## config.mk

```make
export PLATFORM = sky130hd
export DESIGN_NAME = mono_pattern_gen
export DESIGN_NICKNAME = d
export VERILOG_FILES = /design/src/rtl/pat_pkg.sv /design/src/rtl/pat_regs.sv /design/src/rtl/pat_index.sv /design/src/rtl/pat_color_sel.sv /design/src/rtl/mono_pattern_gen.sv
export SDC_FILE = /design/constraint.sdc
export NUM_CORES = 1
export LEC_CHECK = 0
export ABC_AREA = 1
export BUFFER_PORTS_ARGS = -buffer_cell sky130_fd_sc_hd__clkbuf_2
export CORE_MARGIN = 2
export CORE_UTILIZATION = 55
export DETAILED_ROUTE_END_ITERATION = 8
export GPL_TIMING_DRIVEN = 1
export PLACE_DENSITY = 0.83
export SETUP_SLACK_MARGIN = 0.1
export SYNTH_ARGS = -nofsm -noshare
export SYNTH_HDL_FRONTEND = slang
export SYNTH_SLANG_ARGS = --single-unit
```

## constraint.sdc

```tcl
create_clock -name clk_i -period 3.6 [get_ports clk_i]
set_input_delay 0.72 -clock clk_i [delete_from_list [all_inputs] [get_ports clk_i]]
set_output_delay 0.72 -clock clk_i [all_outputs]
set_load 0.005 [all_outputs]
```

## src/rtl/pat_pkg.sv

```systemverilog
package pat_pkg;
  typedef enum logic [1:0] {
    SHP_TILE8 = 2'd0,
    SHP_ROW64 = 2'd1,
    SHP_COL64 = 2'd2,
    SHP_RSVD  = 2'd3
  } shape_e;

  localparam int unsigned REG_ADDR_W = 3;
  localparam int unsigned NUM_WORDS  = 4;   // col0, col1, mono lo, mono hi
  localparam int unsigned PAT_BITS   = 64;
  localparam int unsigned IDX_W      = $clog2(PAT_BITS);
  localparam int unsigned TILE_W     = 3;   // log2 of 8x8 tile edge

  localparam logic [REG_ADDR_W-1:0] A_SHAPE   = 3'd0;
  localparam logic [REG_ADDR_W-1:0] A_COL0    = 3'd1;
  localparam logic [REG_ADDR_W-1:0] A_COL1    = 3'd2;
  localparam logic [REG_ADDR_W-1:0] A_MONO_LO = 3'd3;
  localparam logic [REG_ADDR_W-1:0] A_MONO_HI = 3'd4;

  localparam int unsigned W_COL0    = 0;
  localparam int unsigned W_COL1    = 1;
  localparam int unsigned W_MONO_LO = 2;
  localparam int unsigned W_MONO_HI = 3;
endpackage

```

## src/rtl/pat_regs.sv

```systemverilog
module pat_regs
  import pat_pkg::*;
#(
  parameter int unsigned DATA_W = 32
) (
  input  logic                  clk_i,
  input  logic                  rst_ni,
  input  logic                  wr_en_i,
  input  logic [REG_ADDR_W-1:0] wr_addr_i,
  input  logic [DATA_W-1:0]     wr_data_i,
  output shape_e                shape_o,
  output logic [DATA_W-1:0]     col0_o,
  output logic [DATA_W-1:0]     col1_o,
  output logic [DATA_W-1:0]     mono_lo_o,
  output logic [DATA_W-1:0]     mono_hi_o
);
  shape_e            shape_q;
  logic [DATA_W-1:0] word_q [NUM_WORDS];

  always_ff @(posedge clk_i or negedge rst_ni) begin
    if (!rst_ni) shape_q <= SHP_TILE8;
    else if (wr_en_i && wr_addr_i == A_SHAPE) shape_q <= shape_e'(wr_data_i[1:0]);
  end

  for (genvar k = 0; k < NUM_WORDS; k++) begin : g_word
    localparam logic [REG_ADDR_W-1:0] ADDR = REG_ADDR_W'(k + 1);
    logic hit;
    assign hit = wr_en_i && (wr_addr_i == ADDR);

    always_ff @(posedge clk_i or negedge rst_ni) begin
      if (!rst_ni)  word_q[k] <= '0;
      else if (hit) word_q[k] <= wr_data_i;
    end


    word_hold_chk: assert property (@(posedge clk_i) disable iff (!rst_ni)
      !(wr_en_i && wr_addr_i == ADDR) |=> $stable(word_q[k]));

    word_load_chk: assert property (@(posedge clk_i) disable iff (!rst_ni)
      (wr_en_i && wr_addr_i == ADDR) |=> word_q[k] == $past(wr_data_i));
  end

  assign shape_o   = shape_q;
  assign col0_o    = word_q[W_COL0];
  assign col1_o    = word_q[W_COL1];
  assign mono_lo_o = word_q[W_MONO_LO];
  assign mono_hi_o = word_q[W_MONO_HI];


  shape_load_chk: assert property (@(posedge clk_i) disable iff (!rst_ni)
    (wr_en_i && wr_addr_i == A_SHAPE) |=> shape_q == $past(wr_data_i[1:0]));

  shape_hold_chk: assert property (@(posedge clk_i) disable iff (!rst_ni)
    !(wr_en_i && wr_addr_i == A_SHAPE) |=> $stable(shape_q));
endmodule

```

## src/rtl/pat_index.sv

```systemverilog
module pat_index
  import pat_pkg::*;
#(
  parameter int unsigned COORD_W = 16
) (
  input  shape_e             shape_i,
  input  logic [COORD_W-1:0] x_i,
  input  logic [COORD_W-1:0] y_i,
  output logic [IDX_W-1:0]   idx_o
);
  always_comb begin
    unique case (shape_i)
      SHP_ROW64: idx_o = x_i[IDX_W-1:0];
      SHP_COL64: idx_o = y_i[IDX_W-1:0];
      default:   idx_o = {y_i[TILE_W-1:0], x_i[TILE_W-1:0]};  // tile and reserved code
    endcase
  end
endmodule

```

## src/rtl/pat_color_sel.sv

```systemverilog
module pat_color_sel
  import pat_pkg::*;
#(
  parameter int unsigned DATA_W = 32
) (
  input  logic [IDX_W-1:0]  idx_i,
  input  logic [DATA_W-1:0] mono_lo_i,
  input  logic [DATA_W-1:0] mono_hi_i,
  input  logic [DATA_W-1:0] col0_i,
  input  logic [DATA_W-1:0] col1_i,
  output logic              bit_o,
  output logic [DATA_W-1:0] color_o
);
  localparam int unsigned PW = 2 * DATA_W;
  logic [PW-1:0] pat;

  assign pat     = {mono_hi_i, mono_lo_i};
  assign bit_o   = pat[idx_i];
  assign color_o = bit_o ? col1_i : col0_i;
endmodule

```

## src/rtl/mono_pattern_gen.sv

```systemverilog
module mono_pattern_gen
  import pat_pkg::*;
#(
  parameter int unsigned DATA_W  = 32,
  parameter int unsigned COORD_W = 16
) (
  input  logic                  clk_i,
  input  logic                  rst_ni,
  input  logic                  wr_en_i,
  input  logic [REG_ADDR_W-1:0] wr_addr_i,
  input  logic [DATA_W-1:0]     wr_data_i,
  input  logic [COORD_W-1:0]    x_i,
  input  logic [COORD_W-1:0]    y_i,
  output logic                  pat_bit_o,
  output logic [DATA_W-1:0]     pat_color_o
);
  shape_e            shape;
  logic [DATA_W-1:0] col0, col1, mono_lo, mono_hi;
  logic [IDX_W-1:0]  idx;

  pat_regs #(.DATA_W(DATA_W)) u_regs (
    .clk_i     (clk_i),
    .rst_ni    (rst_ni),
    .wr_en_i   (wr_en_i),
    .wr_addr_i (wr_addr_i),
    .wr_data_i (wr_data_i),
    .shape_o   (shape),
    .col0_o    (col0),
    .col1_o    (col1),
    .mono_lo_o (mono_lo),
    .mono_hi_o (mono_hi)
  );

  pat_index #(.COORD_W(COORD_W)) u_index (
    .shape_i (shape),
    .x_i     (x_i),
    .y_i     (y_i),
    .idx_o   (idx)
  );

  pat_color_sel #(.DATA_W(DATA_W)) u_sel (
    .idx_i     (idx),
    .mono_lo_i (mono_lo),
    .mono_hi_i (mono_hi),
    .col0_i    (col0),
    .col1_i    (col1),
    .bit_o     (pat_bit_o),
    .color_o   (pat_color_o)
  );


  solid_fill_chk: assert property (@(posedge clk_i) disable iff (!rst_ni)
    (&mono_lo && &mono_hi) |-> pat_bit_o && pat_color_o == col1);

  rsvd_shape_chk: assert property (@(posedge clk_i) disable iff (!rst_ni)
    (shape == SHP_RSVD) |-> idx == {y_i[TILE_W-1:0], x_i[TILE_W-1:0]});

  same_color_chk: assert property (@(posedge clk_i) disable iff (!rst_ni)
    (col0 == col1) |-> pat_color_o == col0);

  lsb_map_chk: assert property (@(posedge clk_i) disable iff (!rst_ni)
    (idx == '0) |-> pat_bit_o == mono_lo[0]);
endmodule

```

## Yosys cells after proc, flatten, opt, wreduce, memory -nomap -nowiden

Index checks and enable logic that the tools add are counted.

- Memories: 0
- Memory bits (writable): 0
- Bits in latches: 0
- ROM bits: 0
- Bits in registers: 130
- Logic and storage cells: 22

- Multipliers: 0
- Reductions and logical operators: 6
- Divide/modulo/power cells: 0
- Equal/unequal tests: 6
- Add/sub/neg operators: 0
- Multiplexer cells: 4
- Magnitude comparators: 1
- Bitwise operators: 0
- Shift operators: 0

Operators with widths:

| operator | count |
|---|---|
| 32-bit two-way mux | 1 |
| 6-bit one-hot mux with 2 select lines | 1 |
| 6-bit by 7-bit < comparator with 1-bit output, second input constant | 1 |
| 1-bit binary-select mux with 6-bit select | 1 |
| 3-bit by 2-bit == test with 1-bit output, second input constant | 2 |
| 1-bit logical AND | 5 |
| 3-bit by 1-bit == test with 1-bit output, second input constant | 1 |
| 3-bit == test, second input constant | 1 |
| 3-bit logical NOT | 1 |
| 2-bit by 1-bit == test with 1-bit output, second input constant | 1 |
| 2-bit == test, second input constant | 1 |
| 1-bit two-way mux | 1 |

## Depth between registers and ports, before layout

- Word-level depth: 5
- Depth in mapped cells: 16

## By module

Synthesis repeated with hierarchy kept, for this count alone.

- Cells, all modules: 858
- Area total of the unflattened synthesis: 6666.4 um^2

By module, submodules not included:

| module | area an instance (um^2) | instances | cells an instance |
|---|---|---|---|
| pat_regs | 5241.3 | 1 | 573 |
| pat_color_sel | 1287.5 | 1 | 257 |
| pat_index | 137.6 | 1 | 28 |

## Worst setup path before layout

OpenSTA, ideal clock, no wires.

- Path type: reg-to-output
- From: reg u_regs.shape_q[0] (netlist: u_regs.shape_o[0])
- To: out pat_color_o[22]
- Required time: 2.880 ns
- Cell stages (with the launch flop): 15
- Setup slack: 0.768 ns
- Data arrival time: 2.112 ns
- Path through: dfrtp_1 -> inv_1 -> ha_1 -> inv_2 -> nand2_2 -> o21ai_2 -> inv_1 -> nand3_1 -> nand3_1 -> nand3_1 -> nand3_2 -> nand2_4 -> buf_6 -> nand2_1 -> nand2_1

- Cells in the longest elaborated chain, start to end: 5
- Elaborated cells between the ends (all ways): 6

RTL lines:

| element | line | RTL |
|---|---|---|
| from (decl) | pat_regs.sv:17 | `shape_e shape_q;` |
| from (signal assigned) | pat_regs.sv:22 | `else if (wr_en_i && wr_addr_i == A_SHAPE) shape_q <= shape_e'(wr_data_i[1:0]);` |
| 2-bit == test / 2-bit by 1-bit == test with 1-bit output (equally long branches) | pat_index.sv:12 | `unique case (shape_i)` |
| 6-bit one-hot mux with 2 select lines (*) | pat_index.sv:12 |  |
| 1-bit binary-select mux with 6-bit select (*) | pat_color_sel.sv:18 | `assign bit_o = pat[idx_i];` |
| 1-bit two-way mux (not written as such) (*) | pat_color_sel.sv:18 |  |
| 32-bit two-way mux (*) | pat_color_sel.sv:19 | `assign color_o = bit_o ? col1_i : col0_i;` |
| to (decl) | mono_pattern_gen.sv:15 | `output logic [DATA_W-1:0] pat_color_o` |

Every way passes the cells marked *; elsewhere a longest branch is shown, timed or not. The select of a mux whose other input is x is not followed.

## Worst setup path in the final report

- From: reg u_regs.shape_q[0] (netlist: u_regs.shape_o[0])
- To: out pat_color_o[29]

The elaborated chain is that of the path after synthesis.

==> results.md <==
- CP Max Fanout: 8
- Peak VDD IR: about 0.00046 V
- Arrival time at the worst endpoint: 3.19 ns
- CP Class: reg -> out
- Met3 WL: 2.511 mm
- CTS Buffer Depth: 2
- CTS root buffer: clkbuf_8
- Worst setup EP type: output pin
- Comb power frac: 0.453
- Share of the clock period used by the worst path: 1.087
- Seq pwr share: 0.281
- Metal-1 WL: ~7.6 mm
- Clock power share: 0.266
- Crit path time final: 3.912 ns
- Switching Power: roughly 2.7 mW
- First-pass GRT wire length: around 30 mm
- Worst path required time: 2.88 ns
- Vias: roughly 6400
- Mapped Area: 5989 µm²
- Top-area cell type share of the netlist area: 0.5431
- H-tree levels: 4
- Crit-path slowest cell: dfrtp_1
- Fmax: 255.6 MHz
- Largest net degree at the start of global routing: 73
- CP Buf/Inv Count: 6
- Core Util, Final: 0.7717
- Worst skew pair latency: 0.52 ns
- IO Port Bufs: 82
- Cell Rows: 38
- Pwr dens: approximately 840 nW/µm²
- Clock transition at path regs: 0.06 ns
- Total grt overflow: 0
- Mean post-synth cell area: ~8.1 µm²
- Number of routed nets with antenna violations: 0
- Total GRT Usage: 0.3460
- RePlAce Congestion: 0.8305
- Least-Margin Pin Slew: 0.7894 ns
- Final #Nets: 920
- CTS tree: yes
- Horiz. Die Dim: 108.4 µm
- Number of synthesized register bits: 130
- Total CTS buffers: 17
- Seq/Total Area, Yosys: 0.5431
- Status: finished, violations left
- Met2 Routed Length: between 10 and 15 mm
- Final non-filler cell total: between 1000 and 1500
- Filler cells: about 660
- Hold Violations, Final: 0
- Relative slew slack: 0.4682
- Uppermost layer routed: met4
- Ant. Diodes: 0
- Pins Over Slew Limit: 0
- Seq. cell area: between 3000 and 4000 µm²
- Area of the multi-input gates: 2957 µm²
- Ratio of cells with drive above 1 in the final layout: 0.3229
- Wire per inst: 21.82 µm
- Leak: 4.195 nW
- Syn Nets: 812
- DRT iter0 DRCs: 900
- Antenna violations before repair: 0
- Post-synth cell types: 19
- Final Setup Violations: 33
- Setup ws final: -0.3119 ns
- Area leader, netlist: dfrtp_1
- Area grow syn2layout: 38.44%
- Setup_tns: -9.510 ns
- Ys Warns: 0
- Vias in the first global route: 5875
- Worst hold path type: in -> async
- Largest stage delay on the critical path: 0.42 ns
- 1st-pass router iterations: 7
- Max_cap viols: 0
- RSZ-0062 raised after global routing: true
- Dpl cells: 934
- Ports: 103
- Crit path cell chain: buf_6, ha_4, o21ai_4, buf_12, nand2_8, clkbuf_16, nand2_4, nand3_2, nand3_2, nand3_2, nand3_2, nand3_4, buf_12, buf_6, nand2_8, nand2_1, nand2_1, clkbuf_2
- Die ar.: 11740 µm²
- WHS: 0.2493 ns
- Sw frac: 0.3950
- Core Region: 10750 µm²
- Main area contributors after synthesis: dfrtp_1, nand2_1, o21ai_0, nand3_1, inv_1
- CP top delay family: simple AND/OR/NAND/NOR gates
- Hpwl dp: 9.226 mm
- Pwr Total: 6.933 mW
- Failing checks: setup timing
- DRC Markers: 0
- Die Y: roughly 110 µm
- Startpoint Class: flop
- Post-synthesis cell count: 740
- Worst path most repeated cell: nand3_2
- Setup Skew: 0 ns
- Internal power: 4.194 mW
- Clock net sink count: 130
- Final WL: about 22 mm
- Initial Util: 0.5574
- Vias per inst: ~6.4
## Yosys cell counts
master and instances:
nor2_4 1, inv_1 46, nand2_2 2, o21ai_2 3
nand2_1 247, or2_2 1, a221o_1 1, clkbuf_1 24
buf_2 13, nor2_1 6, o21ai_0 132, nand3_2 3
ha_1 2, nand3_1 121, nand2_4 1, inv_2 2
dfrtp_1 130, buf_6 4, buf_4 1
## stage by stage
step                cell area [µm²]  setup slack (ns)
detailed placement             6502            0.2184
global route                   8292           -0.5384
CTS                            7757          -0.04095
finish                         8292           -0.3119
floorplan                      5989            0.7678
global placement               6502            0.2907
## power groups by stage
stage          sequential, mW  combinational [mW]  clock, mW
2_1_floorplan            1.87                1.13          0
3_3_place_gp             1.89                1.60          0
3_5_place_dp             1.91                1.66          0
4_1_cts                  1.89                2.60       1.81
5_1_grt                  1.97                3.30       1.90
6_report                 1.95                3.14       1.84
## cell usage in the layout, fill, tap and decap left out, types with 4 or more instances in the layout
cell type  count
nand2_1      211
o21ai_0      132
dfrtp_1      130
clkbuf_2      73
nand3_2       61
nand3_1       59
inv_1         44
nand2_2       31
clkbuf_16     19
buf_4         13
buf_12        11
buf_6         10
buf_2          8
nand2_8        6
nand2_4        6
buf_8          5
nand3_4        4
nor2_1         4
bufinv_16      4
buf_16         4
## sequential cells by signal (all words and copies together) (netlist names)
| register | flops |
|---|---|
| u_regs.col1_o | 32 |
| u_regs.col0_o | 32 |
| u_regs.shape_o | 2 |
| u_regs.mono_lo_o | 32 |
| u_regs.mono_hi_o | 32 |
## cell type report
class / instances / area share
inverters: 48 / 0.02354
multi-input cells: 524 / 0.3566
repair buffers: 127 / 0.1322
flip-flops and latches: 130 / 0.3923
well taps: 140 / 0.02113
clock inverters: 12 / 0.02173
clock buffers: 20 / 0.05251
## repair_timing
action                                  CTS  global route
hold buffers                              0             0
pin swaps                                23            41
buffers inserted                         16             6
cloned                                   12             3
resized for setup                        56           118
endpoints found under the setup margin   33            33
endpoints found under the hold margin     0             0
## per-layer routing
| metal | track usage | vias up |
|---|---|---|
| li1 | - | 2652 |
| met1 | 0.4557 | 3007 |
| met2 | 0.5490 | 564 |
| met3 | 0.06691 | 179 |
| met4 | 0.1767 | 0 |
| met5 | 0 | - |
## worst paths after layout
check | to | from | slack (ns) | depth (start not counted)
worst min register to register | u_regs.col1_o[3]$_DFFE_PN0P_ | u_regs.col1_o[3]$_DFFE_PN0P_ | 0.49 | 2
worst min-delay path | u_regs.col0_o[7]$_DFFE_PN0P_ | rst_ni | 0.25 | 1
min in group clk_i | u_regs.col1_o[3]$_DFFE_PN0P_ | u_regs.col1_o[3]$_DFFE_PN0P_ | 0.49 | 2
worst max-delay path | pat_color_o[29] | u_regs.shape_o[0]$_DFFE_PN0P_ | -0.31 | 18
worst max register to register | u_regs.mono_hi_o[8]$_DFFE_PN0P_ | u_regs.mono_hi_o[8]$_DFFE_PN0P_ | 2.67 | 2
max in group asynchronous | u_regs.mono_hi_o[13]$_DFFE_PN0P_ | rst_ni | 2.48 | 2
## worst register-to-register path: cells and delay by family (launching register included)
family	cells	cell delay [ns]
compound gates	1	0.21
flops	1	0.41
simple gates	1	0.11
## logic make-up (layout without fill, tap and decap cells)
logic type / after synthesis / count (layout) / share of synthesized area
DFF: 130 / 130 / 0.5431
adders and majority gates: 2 / 2 / 0.004177
AOI/OAI and AO/OA: 136 / 136 / 0.1164
and+or+nand+nor: 382 / 386 / 0.2716
buffers and inverters: 90 / 207 / 0.06476
No activity file was read; power rests on OpenSTA's default activity.
